$ cat config.mk
export PLATFORM = sky130hd
export DESIGN_NAME = pic_regblock
export DESIGN_NICKNAME = d
export VERILOG_FILES = /design/src/rtl/pic_pkg.sv /design/src/rtl/pic_access_decode.sv /design/src/rtl/pic_byte_table.sv /design/src/rtl/pic_src_tracker.sv /design/src/rtl/pic_regblock.sv
export SDC_FILE = /design/constraint.sdc
export NUM_CORES = 2
export LEC_CHECK = 0
export BUFFER_PORTS_ARGS = -buffer_cell sky130_fd_sc_hd__clkbuf_2
export CORE_MARGIN = 2
export CORE_UTILIZATION = 45
export DETAILED_ROUTE_END_ITERATION = 7
export GPL_TIMING_DRIVEN = 0
export PLACE_DENSITY = 0.62
export SKIP_LAST_GASP = 1
export SLEW_MARGIN = 25
export SYNTH_ARGS = -nofsm -noshare
export SYNTH_HDL_FRONTEND = slang
export SYNTH_HIERARCHICAL = 1
export SYNTH_SLANG_ARGS = --single-unit
$ cat constraint.sdc
create_clock -name clk -period 12.25 [get_ports clk]
set_input_delay 0.6125 -clock clk [delete_from_list [all_inputs] [get_ports clk]]
set_output_delay 0.6125 -clock clk [all_outputs]
set_load 0.01 [all_outputs]
$ cat src/rtl/pic_pkg.sv
// Shared constants, register selector type and word-map offsets for the
// interrupt controller register block. Assumes 64 sources and 64-bit words.
package pic_pkg;
    localparam int WORD_W    = 64;
    localparam int SRC_CNT   = 64;
    localparam int TBL_BYTES = 64;
    localparam int TBL_WORDS = TBL_BYTES / (WORD_W / 8);
    localparam int TBL_IDX_W = $clog2(TBL_WORDS);

    localparam int OFS_IDENT  = 'h000;
    localparam int OFS_MASK   = 'h020;
    localparam int OFS_TRIG   = 'h040;
    localparam int OFS_CLEAR  = 'h060;
    localparam int OFS_MSGEN  = 'h080;
    localparam int OFS_INERT0 = 'h0A0;
    localparam int OFS_INERT1 = 'h0C0;
    localparam int OFS_STATUS = 'h100;
    localparam int OFS_INVERT = 'h120;
    localparam int OFS_ROUTE  = 'h200;
    localparam int OFS_VECTOR = 'h300;

    typedef enum logic [3:0] {
        SEL_NONE, SEL_IDENT, SEL_MASK, SEL_TRIG, SEL_CLEAR, SEL_MSGEN,
        SEL_INERT, SEL_STATUS, SEL_INVERT, SEL_ROUTE, SEL_VECTOR
    } reg_sel_e;
endpackage

$ cat src/rtl/pic_access_decode.sv
// Decodes one request: picks the target word, checks size and alignment,
// and produces the byte-lane mask and the shift for the addressed lanes.
// Assumes the address is a byte address and words are 8 bytes.
module pic_access_decode
    import pic_pkg::*;
#(
    parameter int ADDR_W = 12
) (
    input  logic [ADDR_W-1:0] addr,
    input  logic [3:0]        size,
    output logic              acc_ok,
    output reg_sel_e          sel,
    output logic [5:0]        shamt,
    output logic [WORD_W-1:0] size_mask,
    output logic [WORD_W-1:0] lane_mask
);
    localparam int WA_W = ADDR_W - 3;
    localparam int TA_W = ADDR_W - $clog2(TBL_BYTES);

    logic [WA_W-1:0] word_adr;
    logic [TA_W-1:0] tbl_adr;
    logic            aligned;

    assign word_adr = addr[ADDR_W-1:3];
    assign tbl_adr  = addr[ADDR_W-1:$clog2(TBL_BYTES)];
    assign shamt    = {addr[2:0], 3'b000};

    // Size legality, alignment and the unshifted lane mask.
    always_comb begin
        size_mask = '0;
        aligned   = 1'b0;
        case (size)
            4'd1: begin size_mask = 64'h0000_0000_0000_00FF; aligned = 1'b1; end
            4'd2: begin size_mask = 64'h0000_0000_0000_FFFF; aligned = ~addr[0]; end
            4'd4: begin size_mask = 64'h0000_0000_FFFF_FFFF; aligned = (addr[1:0] == 2'b00); end
            4'd8: begin size_mask = '1;                       aligned = (addr[2:0] == 3'b000); end
            default: begin size_mask = '0; aligned = 1'b0; end
        endcase
    end

    assign acc_ok    = aligned;
    assign lane_mask = size_mask << shamt;

    // Map the word address onto a register selector.
    always_comb begin
        sel = SEL_NONE;
        if      (word_adr == WA_W'(OFS_IDENT  >> 3)) sel = SEL_IDENT;
        else if (word_adr == WA_W'(OFS_MASK   >> 3)) sel = SEL_MASK;
        else if (word_adr == WA_W'(OFS_TRIG   >> 3)) sel = SEL_TRIG;
        else if (word_adr == WA_W'(OFS_CLEAR  >> 3)) sel = SEL_CLEAR;
        else if (word_adr == WA_W'(OFS_MSGEN  >> 3)) sel = SEL_MSGEN;
        else if (word_adr == WA_W'(OFS_INERT0 >> 3)) sel = SEL_INERT;
        else if (word_adr == WA_W'(OFS_INERT1 >> 3)) sel = SEL_INERT;
        else if (word_adr == WA_W'(OFS_STATUS >> 3)) sel = SEL_STATUS;
        else if (word_adr == WA_W'(OFS_INVERT >> 3)) sel = SEL_INVERT;
        else if (tbl_adr  == TA_W'(OFS_ROUTE  >> $clog2(TBL_BYTES))) sel = SEL_ROUTE;
        else if (tbl_adr  == TA_W'(OFS_VECTOR >> $clog2(TBL_BYTES))) sel = SEL_VECTOR;
    end
endmodule

$ cat src/rtl/pic_byte_table.sv
// Byte-addressable table held as 64-bit words; writes merge byte lanes.
// Assumes write data is already shifted into lanes and masked.
module pic_byte_table
    import pic_pkg::*;
#(
    parameter int WORDS = TBL_WORDS,
    parameter int IDX_W = TBL_IDX_W
) (
    input  logic              clk,
    input  logic              rst_n,
    input  logic              wr_en,
    input  logic [IDX_W-1:0]  idx,
    input  logic [WORD_W-1:0] lane_mask,
    input  logic [WORD_W-1:0] wdata_sh,
    output logic [WORD_W-1:0] rd_word
);
    logic [WORD_W-1:0] mem_q [WORDS];

    for (genvar w = 0; w < WORDS; w++) begin : g_word
        // Hold one table word; merge the addressed lanes on a write.
        always_ff @(posedge clk) begin
            if (!rst_n)
                mem_q[w] <= '0;
            else if (wr_en && idx == IDX_W'(w))
                mem_q[w] <= (mem_q[w] & ~lane_mask) | wdata_sh;
        end
    end

    assign rd_word = mem_q[idx];
endmodule

$ cat src/rtl/pic_src_tracker.sv
// Per-source pending and in-service tracking with inversion, edge or
// level sensing, clear and mask. Assumes irq_in is synchronous to clk.
module pic_src_tracker
    import pic_pkg::*;
(
    input  logic               clk,
    input  logic               rst_n,
    input  logic [SRC_CNT-1:0] irq_in,
    input  logic [SRC_CNT-1:0] invert,
    input  logic [SRC_CNT-1:0] trig_edge,
    input  logic [SRC_CNT-1:0] mask,
    input  logic [SRC_CNT-1:0] clr_req,
    output logic [SRC_CNT-1:0] irq_out,
    output logic [SRC_CNT-1:0] in_service
);
    logic [SRC_CNT-1:0] pend_q;
    logic [SRC_CNT-1:0] svc_q;
    logic [SRC_CNT-1:0] prev_q;

    for (genvar i = 0; i < SRC_CNT; i++) begin : g_src
        logic eff;
        logic clr;
        assign eff = irq_in[i] ^ invert[i];
        assign clr = clr_req[i] & trig_edge[i];

        // Track the previous effective level, the pending flag and in-service.
        always_ff @(posedge clk) begin
            if (!rst_n) begin
                prev_q[i] <= 1'b0;
                pend_q[i] <= 1'b0;
                svc_q[i]  <= 1'b0;
            end else begin
                prev_q[i] <= eff;
                if (trig_edge[i]) begin
                    pend_q[i] <= (pend_q[i] & ~clr) | (eff & ~prev_q[i]);
                    svc_q[i]  <= (svc_q[i] | (pend_q[i] & ~mask[i])) & ~clr;
                end else begin
                    pend_q[i] <= eff;
                    svc_q[i]  <= pend_q[i] & ~mask[i];
                end
            end
        end

        assign irq_out[i] = pend_q[i] & ~mask[i];
    end

    assign in_service = svc_q;
endmodule

$ cat src/rtl/pic_regblock.sv
// Top of the interrupt controller register block: request port, control
// words, identity, two byte tables and the source tracker. Assumes one
// request per cycle; the response follows one cycle later.
module pic_regblock
    import pic_pkg::*;
#(
    parameter int         ADDR_W   = 12,
    parameter logic [7:0] CTRL_ID  = 8'h07,
    parameter logic [7:0] CTRL_VER = 8'h01
) (
    input  logic               clk,
    input  logic               rst_n,
    input  logic               req_valid,
    input  logic               req_write,
    input  logic [ADDR_W-1:0]  req_addr,
    input  logic [3:0]         req_size,
    input  logic [WORD_W-1:0]  req_wdata,
    output logic               rsp_valid,
    output logic [WORD_W-1:0]  rsp_rdata,
    output logic               rsp_err,
    input  logic [SRC_CNT-1:0] irq_in,
    output logic [SRC_CNT-1:0] irq_out
);
    localparam logic [WORD_W-1:0] IDENT_WORD =
        {8'h00, 8'(SRC_CNT - 1), 8'h00, CTRL_VER, CTRL_ID, 24'h000000};

    logic              acc_ok;
    reg_sel_e          sel;
    logic [5:0]        shamt;
    logic [WORD_W-1:0] size_mask, lane_mask, wdata_sh, rd_word;
    logic [WORD_W-1:0] route_rd, vector_rd;
    logic [SRC_CNT-1:0] mask_q, trig_q, msgen_q, inv_q, in_service, clr_req;
    logic              wr_go;

    pic_access_decode #(.ADDR_W(ADDR_W)) u_dec (
        .addr      (req_addr),
        .size      (req_size),
        .acc_ok    (acc_ok),
        .sel       (sel),
        .shamt     (shamt),
        .size_mask (size_mask),
        .lane_mask (lane_mask)
    );

    assign wr_go    = req_valid & req_write & acc_ok;
    assign wdata_sh = (req_wdata << shamt) & lane_mask;
    assign clr_req  = (wr_go && sel == SEL_CLEAR) ? wdata_sh : '0;

    // Control words: lane-merged on a legal write to their address.
    always_ff @(posedge clk) begin
        if (!rst_n) begin
            mask_q  <= '1;
            trig_q  <= '0;
            msgen_q <= '0;
            inv_q   <= '0;
        end else if (wr_go) begin
            case (sel)
                SEL_MASK:   mask_q  <= (mask_q  & ~lane_mask) | wdata_sh;
                SEL_TRIG:   trig_q  <= (trig_q  & ~lane_mask) | wdata_sh;
                SEL_MSGEN:  msgen_q <= (msgen_q & ~lane_mask) | wdata_sh;
                SEL_INVERT: inv_q   <= (inv_q   & ~lane_mask) | wdata_sh;
                default: ;
            endcase
        end
    end

    pic_byte_table u_route (
        .clk       (clk),
        .rst_n     (rst_n),
        .wr_en     (wr_go && sel == SEL_ROUTE),
        .idx       (req_addr[5:3]),
        .lane_mask (lane_mask),
        .wdata_sh  (wdata_sh),
        .rd_word   (route_rd)
    );

    pic_byte_table u_vector (
        .clk       (clk),
        .rst_n     (rst_n),
        .wr_en     (wr_go && sel == SEL_VECTOR),
        .idx       (req_addr[5:3]),
        .lane_mask (lane_mask),
        .wdata_sh  (wdata_sh),
        .rd_word   (vector_rd)
    );

    pic_src_tracker u_trk (
        .clk        (clk),
        .rst_n      (rst_n),
        .irq_in     (irq_in),
        .invert     (inv_q),
        .trig_edge  (trig_q),
        .mask       (mask_q),
        .clr_req    (clr_req),
        .irq_out    (irq_out),
        .in_service (in_service)
    );

    // Select the full word addressed by the request.
    always_comb begin
        case (sel)
            SEL_IDENT:  rd_word = IDENT_WORD;
            SEL_MASK:   rd_word = mask_q;
            SEL_TRIG:   rd_word = trig_q;
            SEL_MSGEN:  rd_word = msgen_q;
            SEL_STATUS: rd_word = in_service & ~mask_q;
            SEL_INVERT: rd_word = inv_q;
            SEL_ROUTE:  rd_word = route_rd;
            SEL_VECTOR: rd_word = vector_rd;
            default:    rd_word = '0;
        endcase
    end

    // Register the response one cycle after the request.
    always_ff @(posedge clk) begin
        if (!rst_n) begin
            rsp_valid <= 1'b0;
            rsp_err   <= 1'b0;
            rsp_rdata <= '0;
        end else begin
            rsp_valid <= req_valid;
            rsp_err   <= req_valid & ~acc_ok;
            rsp_rdata <= (req_valid && !req_write && acc_ok)
                         ? ((rd_word >> shamt) & size_mask) : '0;
        end
    end
endmodule

==> tab_implementation.tex <==
\begin{tabular}{lr}
\hline
Metric & Value \\
\hline
\multicolumn{2}{l}{\textbf{Yosys}} \\
Register area share after synthesis & 0.472 \\
Synth warn & 6 \\
Most common flop cell mapped by yosys & sky130\_fd\_sc\_hd\_\_edfxtp\_1 \\
Unique masters post-synth & 117 \\
Post-synthesis compound-gate area fraction & 0.181 \\
Parity-gate share of the synthesized area counting xor and xnor cells & 0.00665 \\
Register bit total from synthesis & 1538 \\
Share of synthesized flip-flops with an asynchronous set or reset & 0 \\
Number of flops mapped to enable cells by yosys & 1024 \\
Combinational family with the most area after synthesis & compound AO/OA/AOI/OAI gates \\
Simple-gate share of the synthesized area & 0.178 \\
Syn Inst Count & between 8000 and 9000 \\
Cell area after synthesis & 86900 um2 \\
Post-synthesis share of cell area spent on full adders, half adders and majority gates & 0 \\
Share of synthesized area spent on multiplexers & 0.102 \\
Post-synthesis area per instance & 10.1 um2 \\
\multicolumn{2}{l}{\textbf{STA}} \\
Fin worst setup slack & 5.08 ns \\
Number of setup violations in the final report & 0 \\
Hold violation count in the final report & 0 \\
Max Fclk & 140 MHz \\
Tightest Pin Transition & $\sim$1.4 ns \\
Final min period & 7.17 ns \\
Final worst-path cycle share & 0.585 \\
Normalized max-slew margin & 0.0640 \\
Final max-slew violation count & 0 \\
Unrepaired setup endpoints after global routing & false \\
Worst clock skew on the final layout & 0.0787 ns \\
\multicolumn{2}{l}{\textbf{Clocking}} \\
Num CTS Buffers & 173 \\
Number of buffers inserted to repair setup after CTS & 0 \\
Skew-Pair Late Insertion Delay & about 0.9 ns \\
H-tree depth & 4 \\
Clock sink count & 1538 \\
Count of cells resized by post-cts repair & 0 \\
Clk Tree Root Cell & sky130\_fd\_sc\_hd\_\_clkbuf\_16 \\
Clock slew at the register clock pins of the worst setup and hold paths & 0.06 ns \\
Number of hold-repair buffers added at the cts stage & 0 \\
Clock tree from TritonCTS & built \\
Number of buffers on the longest clock path & 3 \\
\multicolumn{2}{l}{\textbf{Layout}} \\
Area Growth Syn to Fin & 15.2\% \\
Fraction of final layout cells sized beyond drive strength 1 & 0.182 \\
Post-route cell area & 100000 um2 \\
Total of fill cells in the finished design & about 18000 \\
Final Instance Count excl. Fillers & 11900 \\
Fin nets & 9315 \\
\multicolumn{2}{l}{\textbf{Detailed routing}} \\
Starting DRT DRC Count & 13100 \\
Routed length per instance & 41.0 um \\
Via count of the routed design & 82300 \\
Ratio of routed vias to standard cells & 6.94 \\
Drt total wl & 486000 um \\
Drt drc & 1 \\
TritonRoute pass-1 iters & 8 \\
Count of antenna-violating nets left after detailed routing & 0 \\
\multicolumn{2}{l}{\textbf{Die}} \\
Floorplan die area & approximately 200000 um2 \\
Standard-cell row count & 161 \\
Effective utilization at floorplan & 0.452 \\
Core ar. & 192000 um2 \\
Boundary pin count & between 200 and 300 \\
Die H & 443 um \\
Die Wd & 443 um \\
\multicolumn{2}{l}{\textbf{Worst setup path}} \\
Worst path arrival time & 7.81 ns \\
Required time at the worst-slack endpoint & 12.89 ns \\
Setup Crit Path Kind & input pin to flop \\
Worst Reg2Reg Path Length in Cells & 10 \\
CP max FO & 10 \\
Kind of end point of the critical path & flop \\
Startpoint type of the worst setup path & input pin \\
\multicolumn{2}{l}{\textbf{Power}} \\
Maximum ir drop on the vdd rail & 0.122 mV \\
Pwr Density & 128 nW/um2 \\
Final Power & 12.8 mW \\
Static power due to leakage & $\sim$35 nW \\
\multicolumn{2}{l}{\textbf{Place}} \\
Placed Cells & 11500 \\
Sum of net half-perimeters after detailed placement & 372000 um \\
Pre-CTS worst setup slack & 4.89 ns \\
Final estimated routing congestion in global placement & 1.08 \\
Number of input and output port buffers inserted & approximately 270 \\
Post-place instance area & 94400 um2 \\
\multicolumn{2}{l}{\textbf{Status}} \\
Run status & finished, violations left \\
Violations in the final reports & design-rule violations \\
\multicolumn{2}{l}{\textbf{Min path}} \\
Class of the worst hold path & input pin to flop \\
Hold-critical path depth & 3 \\
\multicolumn{2}{l}{\textbf{GRT}} \\
Congestion Overflow GR & 0 \\
First-pass GRT wire length & 651000 um \\
Maximum number of pins on one net before global-route repair & 33 \\
Antenna violations before repair & 54 \\
Global Route Usage Sum & 0.480 \\
Number of global-route vias before repair & 76100 \\
\multicolumn{2}{l}{\textbf{Run}} \\
Number of max-capacitance violations reported & 0 \\
\hline
\end{tabular}
power breakdown:
part           switching, mW  leakage [nW]  internal, mW
Clock                   2.34          2.73          2.95
Combinational           1.28          17.7         0.532
Sequential            0.0730          14.7          5.66
Total                   3.69          35.2          9.14
critical path, cell delays in order:
cell and delay, ns:
sky130_fd_sc_hd__clkbuf_2 0.41, sky130_fd_sc_hd__nor4b_1 0.67, sky130_fd_sc_hd__a32oi_1 0.22, sky130_fd_sc_hd__nor3_2 0.57, sky130_fd_sc_hd__buf_2 0.34, sky130_fd_sc_hd__nand4b_2 0.35, sky130_fd_sc_hd__buf_2 0.65, sky130_fd_sc_hd__buf_2 0.67
sky130_fd_sc_hd__nor3b_1 0.25, sky130_fd_sc_hd__a211oi_1 1.00, sky130_fd_sc_hd__o22ai_1 0.36, sky130_fd_sc_hd__a22o_1 0.46, sky130_fd_sc_hd__mux2_2 0.44, sky130_fd_sc_hd__a221oi_1 0.57, sky130_fd_sc_hd__a221oi_1 0.18
worst paths after layout:
| check | startpoint | endpoint | slack [ns] |
|---|---|---|---|
| max | req_addr[3] | rsp_rdata[4] | 5.08 |
| min | irq_in[4] | u_trk/prev_q[4] | 0.08 |
| max reg2reg | u_route/mem_q[7][45] | rsp_rdata[5] | 7.45 |
| min reg2reg | flop | flop | 0.46 |
stage by stage:
step	setup TNS [ns]	util	hold slack, ns
final	0	0.521	0.0817
after global routing	0	0.521	0.0755
after CTS	0	0.520	0.0555
after detailed placement	0	0.491	0.449
after global placement	-3092.66	0.476	0.444
after floorplan	0	-	0.432
cell usage in the layout, fill, tap and decap left out, types with 33 or more instances in the layout:
cell,n
sky130_fd_sc_hd__edfxtp_1,1024
sky130_fd_sc_hd__a21oi_1,855
sky130_fd_sc_hd__nand2_1,804
sky130_fd_sc_hd__nor2_1,780
sky130_fd_sc_hd__nand2b_1,605
sky130_fd_sc_hd__a211oi_1,543
sky130_fd_sc_hd__dfxtp_1,514
sky130_fd_sc_hd__clkbuf_1,340
sky130_fd_sc_hd__clkbuf_2,291
sky130_fd_sc_hd__inv_1,227
sky130_fd_sc_hd__mux4_2,216
sky130_fd_sc_hd__mux2_2,204
sky130_fd_sc_hd__nand3_1,201
sky130_fd_sc_hd__buf_2,176
sky130_fd_sc_hd__clkbuf_16,175
sky130_fd_sc_hd__mux2i_1,172
sky130_fd_sc_hd__buf_4,170
sky130_fd_sc_hd__o22ai_1,148
sky130_fd_sc_hd__and2_1,143
sky130_fd_sc_hd__buf_1,125
sky130_fd_sc_hd__nor3_1,104
sky130_fd_sc_hd__nand3b_1,99
sky130_fd_sc_hd__and3_1,84
sky130_fd_sc_hd__a221oi_2,76
sky130_fd_sc_hd__a22oi_1,72
sky130_fd_sc_hd__and4b_1,70
sky130_fd_sc_hd__buf_16,70
sky130_fd_sc_hd__o21ai_0,68
sky130_fd_sc_hd__xor2_1,65
sky130_fd_sc_hd__buf_6,59
sky130_fd_sc_hd__a22o_1,51
sky130_fd_sc_hd__a221oi_1,46
sky130_fd_sc_hd__a31o_1,44
sky130_fd_sc_hd__clkinv_1,38
sky130_fd_sc_hd__o311ai_0,33
layout make-up:
class / instances / area, um2 / share of cell area
clock inverter: 94 / 910 / 0.00909
tap: 2526 / 3160 / 0.0316
inverter: 233 / 877 / 0.00876
timing repair buffer: 388 / 3770 / 0.0376
buffer: 822 / 4340 / 0.0433
sequential: 1538 / 41000 / 0.410
antenna: 25 / 62.6 / 0.000625
clock buffer: 227 / 4670 / 0.0466
multi-input combinational: 6011 / 41300 / 0.412
synth_stat cells, drive strengths merged, types with 107 or more instances:
library cell / n / area, um2
nor2: 787 / 2970
a21oi: 867 / 4350
nand2: 815 / 3090
dfxtp: 514 / 10300
nand2b: 606 / 3790
edfxtp: 1024 / 30700
nand3: 203 / 1030
buf: 508 / 3130
nor3: 107 / 536
a221oi: 122 / 1510
and2: 144 / 901
a211oi: 553 / 4170
mux4: 216 / 4860
mux2: 204 / 2300
inv: 232 / 873
o22ai: 162 / 1020
clkbuf: 314 / 1180
mux2i: 173 / 1730
o21ai: 117 / 608
logic make-up (layout without fill, tap and decap cells):
group,count (synthesis),in the layout
compound gates,2288,2288
buf+inv,1055,1764
other cells,1,28
simple gates,3061,3061
mux,593,593
flops,1538,1538
xor+xnor,66,66
routing by layer:
layer  vias to the layer above  GRT usage  part of all wire
li1                      33100          -                 -
met4                        24      0.401              0.10
met5                         -          0           0.00035
met2                      6642      0.677              0.41
met1                     41000      0.600              0.36
met3                      1549      0.146              0.13
Power figures use the tool's default switching activity.
